===== src/rtl/awd_pkg.sv =====
package awd_pkg;
  localparam int unsigned AW = 32;
  // control bits that are stored: enable, qualifiers, space code
  localparam logic [AW-1:0] CTRL_KEEP = 32'h80F7_0000;

  function automatic logic [AW-1:0] gran_mask(input int unsigned idx);
    return (idx % 4 == 0) ? 32'hFFFF_F000 : 32'hFFFF_0000;
  endfunction

  function automatic logic in_range(input logic [AW-1:0] a, input logic [AW-1:0] lo,
                                    input logic [AW-1:0] hi);
    return (a >= lo) && (a < hi);
  endfunction

  function automatic logic [AW-1:0] xlate(input logic [AW-1:0] a, input logic [AW-1:0] ofs);
    return a + ofs;
  endfunction
endpackage


===== src/rtl/awd_window.sv =====
module awd_window
  import awd_pkg::*;
#(
  parameter int unsigned IDX     = 0,
  parameter bit          PRESENT = 1'b1
) (
  input  logic          clk,
  input  logic          rst,
  input  logic          we,
  input  logic [2:0]    word,
  input  logic [AW-1:0] wdata,
  output logic [AW-1:0] rdata,
  input  logic [AW-1:0] in_addr,
  input  logic [2:0]    in_space,
  input  logic [3:0]    in_qual,
  output logic          en,
  output logic          hit,
  output logic [AW-1:0] xaddr
);
  localparam logic [AW-1:0] GM = gran_mask(IDX);

  logic [AW-1:0] ctrl_q, start_q, bound_q, offs_q;

  generate
    if (PRESENT) begin : g_store
      always_ff @(posedge clk) begin
        if (rst) begin
          ctrl_q  <= '0;
          start_q <= '0;
          bound_q <= '0;
          offs_q  <= '0;
        end else if (we) begin
          case (word)
            3'd0: ctrl_q  <= wdata & CTRL_KEEP;
            3'd1: start_q <= wdata & GM;
            3'd2: bound_q <= wdata & GM;
            3'd3: offs_q  <= wdata & GM;
            default: ;
          endcase
        end
      end
    end else begin : g_absent
      assign ctrl_q  = '0;
      assign start_q = '0;
      assign bound_q = '0;
      assign offs_q  = '0;
    end
  endgenerate

  always_comb begin
    case (word)
      3'd0:    rdata = ctrl_q;
      3'd1:    rdata = start_q;
      3'd2:    rdata = bound_q;
      3'd3:    rdata = offs_q;
      default: rdata = '0;
    endcase
  end

  logic space_known, mode_eq, addr_in;
  assign space_known = (ctrl_q[18:16] <= 3'd2);
  assign mode_eq     = (ctrl_q[18:16] == in_space) && (ctrl_q[23:20] == in_qual);
  assign addr_in     = in_range(in_addr, start_q, bound_q);
  assign en          = ctrl_q[31];
  assign hit         = en && space_known && mode_eq && addr_in;
  assign xaddr       = xlate(in_addr, offs_q);
endmodule


===== src/rtl/awd_prio.sv =====
module awd_prio #(
  parameter int unsigned N    = 8,
  localparam int unsigned IW  = (N > 1) ? $clog2(N) : 1
) (
  input  logic [N-1:0]  req,
  output logic          any,
  output logic [IW-1:0] idx
);
  always_comb begin
    idx = '0;
    for (int i = N - 1; i >= 0; i--) begin
      if (req[i]) idx = IW'(i);
    end
  end
  assign any = |req;
endmodule


===== src/rtl/addr_window_decoder.sv =====
module addr_window_decoder
  import awd_pkg::*;
#(
  parameter int unsigned NWIN = 8,
  parameter int unsigned REV  = 2,
  localparam int unsigned NACT   = (REV < 2) ? NWIN / 2 : NWIN,
  localparam int unsigned NREG   = NWIN * 5,
  localparam int unsigned REG_AW = $clog2(NREG),
  localparam int unsigned IW     = $clog2(NWIN)
) (
  input  logic              clk,
  input  logic              rst,
  input  logic              reg_we,
  input  logic [REG_AW-1:0] reg_addr,
  input  logic [31:0]       reg_wdata,
  output logic [31:0]       reg_rdata,
  input  logic [31:0]       in_addr,
  input  logic [2:0]        in_space,
  input  logic [3:0]        in_qual,
  output logic              hit,
  output logic [IW-1:0]     hit_idx,
  output logic [31:0]       out_addr
);
  logic [REG_AW-1:0] sel_win, sel_word;
  logic              addr_ok;
  assign sel_win  = reg_addr / REG_AW'(5);
  assign sel_word = reg_addr % REG_AW'(5);
  assign addr_ok  = reg_addr < REG_AW'(NREG);

  logic [NWIN-1:0] win_hit, win_en;
  logic [31:0]     win_rd [NWIN];
  logic [31:0]     win_x  [NWIN];

  for (genvar w = 0; w < NWIN; w++) begin : g_win
    awd_window #(.IDX(w), .PRESENT(w < NACT)) u_win (
      .clk(clk), .rst(rst),
      .we(reg_we && addr_ok && (sel_win == REG_AW'(w))),
      .word(sel_word[2:0]), .wdata(reg_wdata), .rdata(win_rd[w]),
      .in_addr(in_addr), .in_space(in_space), .in_qual(in_qual),
      .en(win_en[w]), .hit(win_hit[w]), .xaddr(win_x[w])
    );
  end

  always_comb begin
    reg_rdata = '0;
    for (int w = 0; w < NWIN; w++) begin
      if (addr_ok && sel_win == REG_AW'(w)) reg_rdata = win_rd[w];
    end
  end

  logic          any_hit;
  logic [IW-1:0] win_idx;
  awd_prio #(.N(NWIN)) u_prio (.req(win_hit), .any(any_hit), .idx(win_idx));

  assign hit      = any_hit;
  assign hit_idx  = any_hit ? win_idx : '0;
  assign out_addr = any_hit ? win_x[win_idx] : in_addr;

  // right after reset nothing is enabled
  p_reset_quiet_r1: assert property (@(posedge clk) $fell(rst) |-> !hit);
  // a claimed access always belongs to an enabled window
  p_hit_enabled_r3: assert property (@(posedge clk) disable iff (rst) hit |-> win_en[hit_idx]);
  // unknown space codes never produce a hit
  p_space_known_r4: assert property (@(posedge clk) disable iff (rst) hit |-> in_space <= 3'd2);
  // a miss passes the address through with index 0
  p_miss_pass_r7: assert property (@(posedge clk) disable iff (rst)
    !hit |-> (out_addr == in_addr) && (hit_idx == '0));
  // no lower-index window also hits
  p_lowest_wins_r8: assert property (@(posedge clk) disable iff (rst)
    hit |-> (win_hit & ((NWIN'(1) << hit_idx) - NWIN'(1))) == '0);
  // absent windows never win
  p_rev_gate_r9: assert property (@(posedge clk) disable iff (rst)
    hit |-> (32'(hit_idx) < NACT));
endmodule


===== config.mk =====
export PLATFORM = sky130hd
export DESIGN_NAME = addr_window_decoder
export DESIGN_NICKNAME = d
export VERILOG_FILES = /design/src/rtl/awd_pkg.sv /design/src/rtl/awd_window.sv /design/src/rtl/awd_prio.sv /design/src/rtl/addr_window_decoder.sv
export SDC_FILE = /design/constraint.sdc
export NUM_CORES = 2
export LEC_CHECK = 0
export ABC_AREA = 1
export BUFFER_PORTS_ARGS = -buffer_cell sky130_fd_sc_hd__buf_4
export CAP_MARGIN = 10
export CORE_ASPECT_RATIO = 0.6
export CORE_MARGIN = 4
export CORE_UTILIZATION = 60
export CTS_CLUSTER_SIZE = 8
export DETAILED_ROUTE_END_ITERATION = 10
export HOLD_SLACK_MARGIN = 0.06
export PLACE_DENSITY_LB_ADDON = 0.12
export REMOVE_ABC_BUFFERS = 1
export SETUP_SLACK_MARGIN = 0.15
export SLEW_MARGIN = 20
export SYNTH_ARGS = -nofsm -noshare
export SYNTH_HDL_FRONTEND = slang
export SYNTH_HIERARCHICAL = 1
export SYNTH_SLANG_ARGS = --single-unit

===== constraint.sdc =====
create_clock -name clk -period 12.95 [get_ports clk]
set_input_delay 2.59 -clock clk [delete_from_list [all_inputs] [get_ports clk]]
set_output_delay 2.59 -clock clk [all_outputs]
set_load 0.005 [all_outputs]

==> summary.txt <==
Outcome
  • Result of the run: complete, no violations

Worst setup path
  • Worst flop-to-flop path startpoint: g_win[0].u_win/offs_q[26]
  • WS Path Type: primary input to output port
  • R2r setup slk: 12,130 ps
  • Arrival time at the worst endpoint: between 8000 and 9000 ps
  • Worst setup EP type: output port
  • CP max FO: 39
  • Critical path data required time: 10,360 ps
  • Critical path startpoint category: primary input
  • Cell mode on critical path: sky130_fd_sc_hd__nand2_1
  • Crit path largest cell delay: roughly 680 ps
  • Worst reg2reg path depth: 2
  • Capture instance of the worst register-to-register path: g_win[0].u_win/offs_q[26]
  • Slowest stage cell on the critical path: sky130_fd_sc_hd__nand2_2

Synthesis
  • Number of distinct library cells after synthesis: 47
  • Register bit total from synthesis: between 400 and 500
  • Yosys warning count: 6
  • Sequential cell area fraction in the yosys report: 0.224
  • Area of the mapped netlist: 0.0422 mm^2
  • Number of enable-type register cells in the synthesized netlist: 0
  • Count of mapped cells out of synthesis: about 6,500
  • Post-Synth Adder-Cell Area: 0.121
  • Post-synthesis share of cell area spent on and, or, nand and nor gates: 0.291
  • Mean cell area of the mapped netlist: between 6 and 7 um^2
  • Main combinational cell family by area after synthesis: simple AND/OR/NAND/NOR gates
  • Post-synthesis share of cell area spent on xor and xnor gates: 0.0156
  • Proportion of register bits with asynchronous set or reset after synthesis: 0
  • Multiplexer share of the synthesized area: 0
  • Fraction of the mapped netlist area in compound gates: 0.196
  • Predominant post-synthesis flop cell: sky130_fd_sc_hd__dfxtp_1

Pwr
  • Total power: around 4.1 mW
  • Relative contribution of sequential cells to total power: 0.358
  • Clk pwr share: 0.398
  • Peak supply drop: 0.0871 mV
  • Switching part of the total power: 0.358
  • Cell internal pwr: between 2 and 3 mW
  • Areal power density over the cells: 94.0 mW/mm^2
  • Net Sw Power: 1.48 mW
  • Gate power share: 0.244
  • Static power due to leakage: about 20 nW

Final layout
  • Cell Count, Final, Fillers Out: a little over 7,000
  • Final design utilization: 0.628
  • Area of combinational cells with multiple inputs: about 0.027 mm^2
  • Fraction of layout instances using a drive strength above 1: 0.0737
  • Summed area of non-filler cells in the final layout: 0.0438 mm^2
  • Total area of sequential cells: roughly 0.0094 mm^2
  • NumNets Final: 6,817
  • Fill cell instance count of the final layout: approximately 6,700
  • Area growth, synth to finish: 3.84%

CTS
  • Clock Root Buffer: sky130_fd_sc_hd__clkbuf_16
  • Post-CTS Hold Fix Bufs: 0
  • Clock transition time at the flip-flop clock pins of the worst setup and hold paths: 50 ps
  • Post-cts sizing count: 0
  • CTS tree: built
  • Deepest level of the CTS H-tree: 3
  • Inserted Clock Buffers: 68
  • Total setup buffers inserted after CTS: 0
  • Count of clock tree sinks: 472
  • Worst-case clock buffer depth: 3
  • Latest clock arrival within the worst-skew pair: between 600 and 700 ps

STA
  • Tmin final: 11,440 ps
  • Number of setup violations in the final report: 0
  • Setup repair after global routing missed its margin: false
  • Final setup TNS: 0 ps
  • Final Skew: 0 ps
  • Final hold viol count: 0
  • Headroom to the max-slew limit: 0.256
  • Maximum clock frequency: roughly 90 MHz
  • Final Worst Setup Slack: 1510 ps
  • Worst slew pin tran: around 1100 ps
  • Total count of max-transition violations in the final report: 0
  • Post-Route Hold Slack: about 480 ps
  • Final period util: 0.883

Floorplanning
  • Std-Cell Rows: 75
  • Number of placed I/O pins: 148
  • Die boundary width: around 350 um
  • Chip height: around 210 um
  • Core area: 0.0698 mm^2
  • Effective utilization at floorplan: 0.605
  • Die Outline Area: around 0.075 mm^2

Detailed routing
  • Number of iterations in the first detailed-routing pass: 8
  • Total DRC errors in the routed layout: 0
  • DR iter-0 viols: ~7,000
  • Routed Antenna Nets: 0
  • WL/cell: 22.8 um
  • Via/cell ratio: 6.12
  • Total wire length: ~170,000 um
  • Total number of vias: 44,448

Global route
  • Antenna violations before repair: 9
  • First-pass GRT wire length: 242,000 um
  • Largest net degree at the start of global routing: 161
  • Via count of the first global-routing pass: 38,570
  • Total routing usage reported by global routing: 0.427
  • Total congestion overflow after global routing: 0

Min path
  • Hold/Removal Path Class: register to register
  • Worst Hold End: g_win[4].u_win/offs_q[24]
  • Hold wc startpoint: g_win[4].u_win/offs_q[24]
  • Cell depth of the worst min-delay path: 2

Placement
  • Worst Setup Slack post-DPL: 1870 ps
  • Placed wire-length estimate: 114,000 um
  • Post-Place Cell Area: 0.0420 mm^2
  • RePlAce Congestion: 1.05
  • Cells after DPL: around 7,000
  • Number of input and output port buffers inserted: between 100 and 150

Job
  • Max-cap violations: 0
[cells in the final DEF (no fill, tap or decap), types with 12 or more instances in the layout]
cell                           n
sky130_fd_sc_hd__a211oi_1    218
sky130_fd_sc_hd__a211oi_2    114
sky130_fd_sc_hd__a21o_1       25
sky130_fd_sc_hd__a21oi_1     341
sky130_fd_sc_hd__a22oi_1      64
sky130_fd_sc_hd__buf_4       165
sky130_fd_sc_hd__clkbuf_16    69
sky130_fd_sc_hd__conb_1      120
sky130_fd_sc_hd__dfxtp_1     472
sky130_fd_sc_hd__ha_1        394
sky130_fd_sc_hd__inv_1       845
sky130_fd_sc_hd__inv_2        26
sky130_fd_sc_hd__nand2_1    1516
sky130_fd_sc_hd__nand2_2      14
sky130_fd_sc_hd__nand2_4      13
sky130_fd_sc_hd__nand3_1     353
sky130_fd_sc_hd__nand3_2      18
sky130_fd_sc_hd__nand4_1      89
sky130_fd_sc_hd__nor2_1      858
sky130_fd_sc_hd__nor2_2       12
sky130_fd_sc_hd__nor3_1       26
sky130_fd_sc_hd__o211ai_1     34
sky130_fd_sc_hd__o21ai_0     173
sky130_fd_sc_hd__o221ai_1    136
sky130_fd_sc_hd__o22ai_1      64
sky130_fd_sc_hd__or2_0        29
sky130_fd_sc_hd__xor2_1       63
[area by class of cell]
class                   instances  share of cell area
diodes                          2            0.000114
inverters                     879              0.0756
well taps                     924              0.0264
flip-flops and latches        472               0.215
clock inverters                 5             0.00134
multi-input cells            4746               0.612
repair buffers                168              0.0295
clock buffers                  69              0.0394
[cells in the mapped netlist (27+ instances only)]
library cell               instances  area share
sky130_fd_sc_hd__nand2_1        1516        0.13
sky130_fd_sc_hd__nor2_1          861       0.077
sky130_fd_sc_hd__inv_1           846       0.075
sky130_fd_sc_hd__dfxtp_1         472        0.22
sky130_fd_sc_hd__ha_1            394        0.12
sky130_fd_sc_hd__nand3_1         355       0.042
sky130_fd_sc_hd__a21oi_1         342       0.041
sky130_fd_sc_hd__buf_4           267       0.047
sky130_fd_sc_hd__a211oi_1        218       0.039
sky130_fd_sc_hd__o21ai_0         174       0.021
sky130_fd_sc_hd__o221ai_1        136       0.028
sky130_fd_sc_hd__a211oi_2        114       0.034
sky130_fd_sc_hd__clkbuf_1        114       0.010
sky130_fd_sc_hd__buf_2            98       0.012
sky130_fd_sc_hd__nand4_1          89       0.013
sky130_fd_sc_hd__a22oi_1          64       0.011
sky130_fd_sc_hd__o22ai_1          64      0.0095
sky130_fd_sc_hd__xor2_1           64       0.013
sky130_fd_sc_hd__o211ai_1         34      0.0060
sky130_fd_sc_hd__or2_0            29      0.0043
sky130_fd_sc_hd__nor3_1           27      0.0032
[power by group through the flow]
stage | Combinational (mW) | Sequential (mW) | Clock, mW
after floorplan | 0.525 | 1.50 | 0
after global placement | 0.938 | 1.51 | 0
after detailed placement | 0.952 | 1.51 | 0
after CTS | 0.957 | 1.48 | 1.63
after global routing | 1.07 | 1.48 | 1.70
final | 1.01 | 1.48 | 1.64
[critical path: cells and delay by family]
family | cells | cell delay, ps
fa+ha+maj | 1 | 190
buf+inv | 11 | 1980
compound gates | 4 | 1190
simple gates | 17 | 2860
[cells by family (layout without fill, tap and decap cells)]
kind of cell	after synthesis	count (layout)
adders and majority gates	402	402
and+or+nand+nor	2962	2962
other	8	122
xor gates and xnor gates	75	75
buffers and inverters	1385	1121
AOI/OAI and AO/OA	1187	1187
DFF	472	472
[worst max path at each step]
stage          slack [ps]         from             to  cells past startpoint
6_report             1510  reg_addr[4]  reg_rdata[20]                     33
4_1_cts              1850  reg_addr[4]  reg_rdata[20]                     33
3_5_place_dp         1870  reg_addr[4]  reg_rdata[20]                     35
2_1_floorplan       -1440  in_addr[29]    out_addr[0]                     19
3_3_place_gp         1970  reg_addr[4]  reg_rdata[20]                     33
5_1_grt              1230  reg_addr[4]  reg_rdata[20]                     33
[registers in the layout (all words and copies together) (netlist names)]
signal / cells
g_win.u_win/offs_q: 136
g_win.u_win/start_q: 136
g_win.u_win/ctrl_q: 64
g_win.u_win/bound_q: 136
[routing by layer]
metal | part of all wire | global-route usage
met2 | 0.38 | 0.581
met5 | 0.00049 | 0
met4 | 0.054 | 0.196
met1 | 0.41 | 0.594
met3 | 0.16 | 0.159
Power figures use the tool's default switching activity.
